===== config.mk =====
export PLATFORM = sky130hd
export DESIGN_NAME = seg_xlate
export DESIGN_NICKNAME = d
export VERILOG_FILES = /design/src/rtl/seg_xlate_pkg.sv /design/src/rtl/seg_table.sv /design/src/rtl/seg_check.sv /design/src/rtl/seg_xlate.sv
export SDC_FILE = /design/constraint.sdc
export NUM_CORES = 1
export LEC_CHECK = 0
export BUFFER_PORTS_ARGS = -buffer_cell sky130_fd_sc_hd__buf_2
export CAP_MARGIN = 15
export CELL_PAD_IN_SITES_DETAIL_PLACEMENT = 0
export CELL_PAD_IN_SITES_GLOBAL_PLACEMENT = 2
export CORE_MARGIN = 4
export CORE_UTILIZATION = 45
export DETAILED_ROUTE_END_ITERATION = 12
export HOLD_SLACK_MARGIN = 0.06
export MAX_ROUTING_LAYER = met4
export PLACE_DENSITY = 0.85
export SLEW_MARGIN = 15
export SYNTH_ARGS = -nofsm -noshare
export SYNTH_HDL_FRONTEND = slang
export SYNTH_SLANG_ARGS = --single-unit

===== constraint.sdc =====
create_clock -name clk -period 11.2 [get_ports clk]
set_input_delay 2.24 -clock clk [delete_from_list [all_inputs] [get_ports clk]]
set_output_delay 2.24 -clock clk [all_outputs]
set_load 0.03 [all_outputs]

===== src/rtl/seg_xlate_pkg.sv =====
package seg_xlate_pkg;
  localparam logic [1:0] RIGHT_NONE = 2'd0;
  localparam logic [1:0] RIGHT_RO   = 2'd1;
  localparam logic [1:0] RIGHT_RW   = 2'd2;

  localparam logic [1:0] CAUSE_OK     = 2'd0;
  localparam logic [1:0] CAUSE_BOUNDS = 2'd1;
  localparam logic [1:0] CAUSE_PROT   = 2'd2;

  // power-up contents of the table, per entry
  function automatic logic [31:0] init_base(input int idx);
    case (idx)
      0:       return 32'h4000;
      3:       return 32'h2000;
      default: return 32'h0;
    endcase
  endfunction

  function automatic logic [31:0] init_size(input int idx);
    case (idx)
      0:       return 32'h700;
      1:       return 32'h500;
      3:       return 32'h1000;
      default: return 32'h0;
    endcase
  endfunction

  function automatic logic [1:0] init_right(input int idx);
    case (idx)
      0:       return RIGHT_RO;
      2:       return RIGHT_NONE;
      default: return RIGHT_RW;
    endcase
  endfunction
endpackage


===== src/rtl/seg_table.sv =====
module seg_table
  import seg_xlate_pkg::*;
#(
  parameter int IDX_BITS = 2,
  parameter int PA_BITS  = 16,
  parameter int SZ_BITS  = 13
) (
  input  logic                clk,
  input  logic                rst,
  input  logic                wr_en,
  input  logic [IDX_BITS-1:0] wr_idx,
  input  logic [PA_BITS-1:0]  wr_base,
  input  logic [SZ_BITS-1:0]  wr_size,
  input  logic [1:0]          wr_right,
  input  logic [IDX_BITS-1:0] rd_idx,
  output logic [PA_BITS-1:0]  rd_base,
  output logic [SZ_BITS-1:0]  rd_size,
  output logic [1:0]          rd_right
);
  localparam int NUM_SEG = 1 << IDX_BITS;

  logic [PA_BITS-1:0] base_q  [NUM_SEG];
  logic [SZ_BITS-1:0] size_q  [NUM_SEG];
  logic [1:0]         right_q [NUM_SEG];

  for (genvar i = 0; i < NUM_SEG; i++) begin : g_entry
    localparam logic [31:0] BASE0 = init_base(i);
    localparam logic [31:0] SIZE0 = init_size(i);
    always_ff @(posedge clk) begin
      if (rst) begin
        base_q[i]  <= BASE0[PA_BITS-1:0];
        size_q[i]  <= SIZE0[SZ_BITS-1:0];
        right_q[i] <= init_right(i);
      end else if (wr_en && wr_idx == IDX_BITS'(i)) begin
        base_q[i]  <= wr_base;
        size_q[i]  <= wr_size;
        right_q[i] <= wr_right;
      end
    end
  end

  assign rd_base  = base_q[rd_idx];
  assign rd_size  = size_q[rd_idx];
  assign rd_right = right_q[rd_idx];
endmodule


===== src/rtl/seg_check.sv =====
module seg_check
  import seg_xlate_pkg::*;
#(
  parameter int OFF_BITS = 12,
  parameter int PA_BITS  = 16,
  parameter int SZ_BITS  = 13
) (
  input  logic [OFF_BITS-1:0] offset,
  input  logic                is_write,
  input  logic [PA_BITS-1:0]  base,
  input  logic [SZ_BITS-1:0]  size,
  input  logic [1:0]          right,
  output logic [1:0]          cause,
  output logic [PA_BITS-1:0]  paddr
);
  logic denied, outside;

  always_comb begin
    denied  = (right == RIGHT_NONE) || (right == RIGHT_RO && is_write);
    outside = SZ_BITS'(offset) >= size;
    if (denied)       cause = CAUSE_PROT;
    else if (outside) cause = CAUSE_BOUNDS;
    else              cause = CAUSE_OK;
    paddr = (cause == CAUSE_OK) ? base + PA_BITS'(offset) : '0;
  end
endmodule


===== src/rtl/seg_xlate.sv =====
module seg_xlate
  import seg_xlate_pkg::*;
#(
  parameter int IDX_BITS = 2,
  parameter int OFF_BITS = 12,
  parameter int PA_BITS  = 16,
  parameter int SZ_BITS  = OFF_BITS + 1
) (
  input  logic                         clk,
  input  logic                         rst,
  input  logic                         req_valid,
  output logic                         req_ready,
  input  logic                         req_write,
  input  logic [IDX_BITS+OFF_BITS-1:0] req_vaddr,
  output logic                         rsp_valid,
  input  logic                         rsp_ready,
  output logic [PA_BITS-1:0]           rsp_paddr,
  output logic                         rsp_fault,
  output logic [1:0]                   rsp_cause,
  input  logic                         tw_en,
  input  logic [IDX_BITS-1:0]          tw_idx,
  input  logic [PA_BITS-1:0]           tw_base,
  input  logic [SZ_BITS-1:0]           tw_size,
  input  logic [1:0]                   tw_prot
);
  localparam int VA_BITS = IDX_BITS + OFF_BITS;

  logic [IDX_BITS-1:0] seg_sel;
  logic [OFF_BITS-1:0] seg_off;
  logic [PA_BITS-1:0]  ent_base, xl_paddr;
  logic [SZ_BITS-1:0]  ent_size;
  logic [1:0]          ent_right, xl_cause;
  logic                take;

  assign seg_sel = req_vaddr[VA_BITS-1:OFF_BITS];
  assign seg_off = req_vaddr[OFF_BITS-1:0];

  seg_table #(.IDX_BITS(IDX_BITS), .PA_BITS(PA_BITS), .SZ_BITS(SZ_BITS)) u_table (
    .clk(clk), .rst(rst),
    .wr_en(tw_en), .wr_idx(tw_idx), .wr_base(tw_base), .wr_size(tw_size), .wr_right(tw_prot),
    .rd_idx(seg_sel), .rd_base(ent_base), .rd_size(ent_size), .rd_right(ent_right)
  );

  seg_check #(.OFF_BITS(OFF_BITS), .PA_BITS(PA_BITS), .SZ_BITS(SZ_BITS)) u_check (
    .offset(seg_off), .is_write(req_write),
    .base(ent_base), .size(ent_size), .right(ent_right),
    .cause(xl_cause), .paddr(xl_paddr)
  );

  assign req_ready = !rsp_valid || rsp_ready;
  assign take      = req_valid && req_ready;

  always_ff @(posedge clk) begin
    if (rst) begin
      rsp_valid <= 1'b0;
      rsp_paddr <= '0;
      rsp_fault <= 1'b0;
      rsp_cause <= CAUSE_OK;
    end else begin
      if (take) begin
        rsp_valid <= 1'b1;
        rsp_paddr <= xl_paddr;
        rsp_fault <= (xl_cause != CAUSE_OK);
        rsp_cause <= xl_cause;
      end else if (rsp_ready) begin
        rsp_valid <= 1'b0;
      end
    end
  end
endmodule


Yosys cells after proc, flatten, opt, wreduce, memory -nomap -nowiden
Memories as Yosys holds them, arrays and structs flattened.
Index checks and enable logic that the tools add are counted.
- reduce and logical (&&, ||, !) cells: 14
- mux-type cells: 31
- order comparisons: 1
- equal/unequal tests: 4
- bitwise gates (word level): 12
- add/subtract/negate cells: 1
- operator list (kind ; count):
    $mux W16 ; 5
    $mux W13 ; 4
    $mux W1 ; 17
    $add A16 B12 Y16 ; 1
    $ge A12 B13 Y1 ; 1
    $or A1 B1 Y1 ; 12
    $mux W2 ; 5
    $logic_and A1 B1 Y1 ; 6
    $logic_not A2 Y1 ; 3
    $eq A2 B1 Y1 const B ; 2
    $eq A2 B2 Y1 const B ; 2
    $reduce_bool A2 Y1 ; 2
    $logic_or A1 B1 Y1 ; 2
    $logic_not A1 Y1 ; 1
- register bits after elaboration: 20
- memories: 3
- RAM bits: 124
- input port bits: 53
- output and inout port bits: 21
- memories (name ; words ; bits a word ; rd ports ; clocked after Yosys merged registers in ; wr ports ; RTL line ; RTL):
    u_table.base_q ; 4 ; 16 ; 1 ; 0 ; 4 ; seg_table.sv:22 ; logic [PA_BITS-1:0] base_q [NUM_SEG];
    u_table.size_q ; 4 ; 13 ; 1 ; 0 ; 4 ; seg_table.sv:23 ; logic [SZ_BITS-1:0] size_q [NUM_SEG];
    u_table.right_q ; 4 ; 2 ; 1 ; 0 ; 4 ; seg_table.sv:24 ; logic [1:0] right_q [NUM_SEG];

Depth between registers and ports, before layout
An unclocked memory read counts as a cell.
- word-level depth: 7
- depth in mapped cells: 13
- gate-level depth less buffers: 9

By module
Synthesis repeated with hierarchy kept, for this count alone.
- cells, all modules: 592
- area, all modules: 7419.6 µm²
- modules (own cells, without submodules) (module ; cells an instance ; area each (µm²) ; sequential area each (µm²) ; instances):
    seg_table ; 347 ; 5411.4 ; 3723.6 ; 1
    seg_check ; 155 ; 1071.0 ; 0.0 ; 1
    seg_xlate ; 90 ; 937.1 ; 400.4 ; 1

Least setup slack after synthesis
No wires, ideal clock.
- path type: input port to flip-flop
- from: input port req_vaddr[12]
- to: register rsp_paddr[10]
- stages on the path: 12
- slack: 6.076 ns
- setup time: 0.117 ns
- arrival time: 5.008 ns
- cells stage by stage: buf_6 buf_12 buf_2 mux4_2 ha_1 fa_1 a21o_1 a221oi_2 o21bai_1 a211oi_1 nor2_1 a22o_1
- word-level cells in the longest chain between the ends: 7
- ends and longest elaborated chain (item ; RTL line ; RTL):
    from (decl) ; seg_xlate.sv:14 ; input logic [IDX_BITS+OFF_BITS-1:0] req_vaddr,
    branches (longest 6 deep; another with $mem_v2 Z4 W13) ; -- ;
    $mux W16 * ; seg_check.sv:24 ; paddr = (cause == CAUSE_OK) ? base + PA_BITS'(offset) : '0;
    to (signal assigned) ; seg_xlate.sv:62 ; rsp_paddr <= xl_paddr;
    to (decl) ; seg_xlate.sv:17 ; output logic [PA_BITS-1:0] rsp_paddr,
Every way passes the cells marked *.
A chain may end at the register's enable or synchronous reset.

Worst setup path after layout
- from: input port req_vaddr[12]
- to: register rsp_paddr[14]
The elaborated chain is that of the path after synthesis.

==> qor.yml <==
timing:
  slew_violations: 0
  report.final.setup_viol: 0
  fmax_ghz: 0.198
  period_share_pct: 45.1
  rsz0062_at_grt: "no"
  period_minus_slack_ns: 5.05
  hold_viol: 0
  relSlewSlack_pct: 32.9
  worst_slew_pin_slew_ns: 1.01
  fin_setup_tns_ns: 0
  fin_skew_ns: 0.00864
clocking:
  htree_levels: 4
  cts_buffers: 17
  root_buffer: "clkbuf_16"
  clock_path_buffers: 2
  hold_buffers: 0
  ctsResizeCount: 0
  path_clk_slew_ns: 0.05
  post_cts_buffers: 0
  cts_tree: "built"
  clk_latency_ns: 0.41
  clock_sink_count: 144
detailed_routing:
  ant_nets: 0
  vias: 4185
  wl_per_cell_um: 19.0
  dr.pass1.iters: 4
  wl_um: 14800
  drcViolationCount: 0
  dr.first_iter.drc_count: 250
  avgViaCountPerCell: 5.37
placement:
  dpl.hpwl_um: 9910
  placed_area_mm2: 0.00757
  gp_congestion: 0.850
  portBuffers: 73
  placed_cells: 748
flow_run:
  max_cap_viol_count: 0
global_routing:
  grt_pass1_wl_um: 23500
  grt_max_degree: 34
  antenna_found_initial: 0
  grt_overflow: 0
  grt_pass1_vias: 4363
  grtUsageTotal_pct: 18.1
floorplanning:
  core_mm2: 0.0152
  start_util_pct: 46.1
  ios: 74
  fp.dieArea_mm2: 0.0176
  rows: 45
  die_h_um: 133
  fp.dieW_um: 133
setup_path:
  setup.worst_path.start_class: "input pin"
  critical_path.max_stage_delay_ns: 0.58
  crit_family: "compound AO/OA/AOI/OAI gates"
  crit_chain: "buf_2 > buf_4 > mux4_2 > ha_1 > fa_1 > a21o_1 > a221oi_2 > o21ai_0 > a21oi_1 > o22ai_1 > a22o_1"
  cp-end-kind: "flop"
  critPathRequiredTime_ns: 11.50
  crit_buf_inv: 2
  critPathMaxFanout: 33
  slowest_stage: "mux4_2"
  worstPathArrival_ns: 5.35
  r2r_setup_slack_ns: 8.33
  crit_type: "in2reg"
power:
  vdd_drop_max_v: 0.000109
  power_density_mw_per_mm2: 169
  leakagePower_nw: 3.24
  finalPower_mw: 1.38
cells_and_area:
  multi_input_area_mm2: 0.00272
  final_common_cell: "edfxtp_1"
  layout-drive-gt1-share_pct: 24.5
  final_area_mm2: 0.00815
  area.growth.synth_to_final_pct: 16.4
  fill_cells: 1275
  final-seq-area_mm2: 0.00412
  final_cell_mix: "124 x edfxtp_1, 116 x and2_1, 73 x buf_2"
  fin_nets: 657
  utilization_pct: 53.6
  antenna_cells: 0
  fin_cells: 780
synth:
  synth-edff-count: 124
  ys_warn_count: 0
  synth_ff_type: "edfxtp_1"
  synthArstFlopShare_pct: 0
  synth_nets: 580
  syn_avg_cell_area_um2: 13.9
  yosysSeqAreaShare_pct: 58.9
  synth_cells: 502
  ys_ff_latch: 144
  netlist_area_mm2: 0.00700
  ys_types: 49
worst_hold_path:
  hold_class: "reg2reg"
outcome:
  status: "finished clean"
## state kept, by name, indices dropped and copies added (netlist names)
name / cells
rsp_cause: 2
rsp_fault: 1
rsp_paddr: 16
rsp_valid: 1
u_table.base_q: 64
u_table.right_q: 8
u_table.size_q: 52
## kinds of logic (layout without fill, tap and decap cells)
logic type	Yosys count	in the layout	share of synthesized area, %
AO/OA/AOI/OAI	71	71	7.51
flip-flops	144	144	58.9
XOR/XNOR	12	12	1.50
multiplexers	29	29	9.60
adder cells (fa/ha/maj)	25	25	4.57
buffers and inverters	41	131	2.64
AND/OR/NAND/NOR	180	180	15.3
## final cells by class
| cell class | instances | share of cell area, % |
|---|---|---|
| Timing Repair Buffer | 81 | 5.27 |
| Tap cell | 188 | 2.89 |
| Clock inverter | 12 | 1.73 |
| Sequential cell | 144 | 50.6 |
| Inverter | 18 | 0.829 |
| Clock buffer | 20 | 5.36 |
| Multi-Input combinational cell | 317 | 33.3 |
## routing by layer
metal | wire, µm | global-route usage [%] | vias up | share of wire [%]
met3 | 758 | 4.60 | 4 | 5.1
met2 | 7340 | 28.7 | 106 | 49
met1 | 6630 | 23.3 | 2052 | 45
met5 | 0 | - | - | 0
li1 | - | - | 2023 | -
met4 | 97 | 5.43 | 0 | 0.65
## final timing paths
check,cells past startpoint,start,endpoint
worst max-delay path,11,req_vaddr[12],rsp_paddr[14]$_SDFFE_PP0P_
worst min-delay path,1,rsp_paddr[5]$_SDFFE_PP0P_,rsp_paddr[5]$_SDFFE_PP0P_
worst max register to register,9,u_table.base_q[0][0]$_SDFFCE_PN0P_,rsp_paddr[14]$_SDFFE_PP0P_
worst min register to register,1,rsp_paddr[5]$_SDFFE_PP0P_,rsp_paddr[5]$_SDFFE_PP0P_
## where the power goes
group | switching, mW | total (mW) | internal [mW]
clock | 0.204 | 0.552 | 0.347
combinational | 0.111 | 0.189 | 0.0784
sequential | 0.0108 | 0.635 | 0.625
## worst register-to-register path, delay by kind of cell (launching register included)
kind | cells | cell delay (ns)
AO/OA/AOI/OAI | 6 | 1.28
adder cells (fa/ha/maj) | 2 | 0.65
multiplexers | 1 | 0.46
flip-flops | 1 | 0.37
## cells in the mapped netlist, types with 2 or more instances
library cell | n | area (µm²)
edfxtp_1 | 124 | 3720
and2_1 | 116 | 726
ha_1 | 24 | 300
mux4_2 | 24 | 541
dfxtp_1 | 20 | 400
inv_1 | 18 | 67.6
nand2b_1 | 17 | 106
a22o_1 | 16 | 140
clkbuf_1 | 16 | 60.1
a21oi_1 | 13 | 65.1
nor2_1 | 12 | 45.0
nand2_1 | 10 | 37.5
a21o_1 | 9 | 67.6
o21ai_0 | 7 | 35.0
xor2_1 | 7 | 61.3
mux4_1 | 5 | 131
nand4_1 | 5 | 31.3
xnor2_1 | 5 | 43.8
a211oi_1 | 4 | 30.0
a31o_2 | 4 | 35.0
nor2b_1 | 4 | 25.0
nor3_1 | 4 | 20.0
a221oi_1 | 3 | 26.3
buf_2 | 3 | 15.0
o211ai_1 | 3 | 22.5
or3_1 | 3 | 18.8
a21oi_2 | 2 | 17.5
and3_1 | 2 | 12.5
nand3_1 | 2 | 10.0
## per-stage QoR
step                hold WS [ns]  setup slack [ns]
floorplan                  0.609              6.08
global placement           0.459              5.69
detailed placement         0.462              5.68
CTS                        0.475              6.10
global route               0.488              5.84
finish                     0.470              6.15
(Power assumes the default switching activity.)
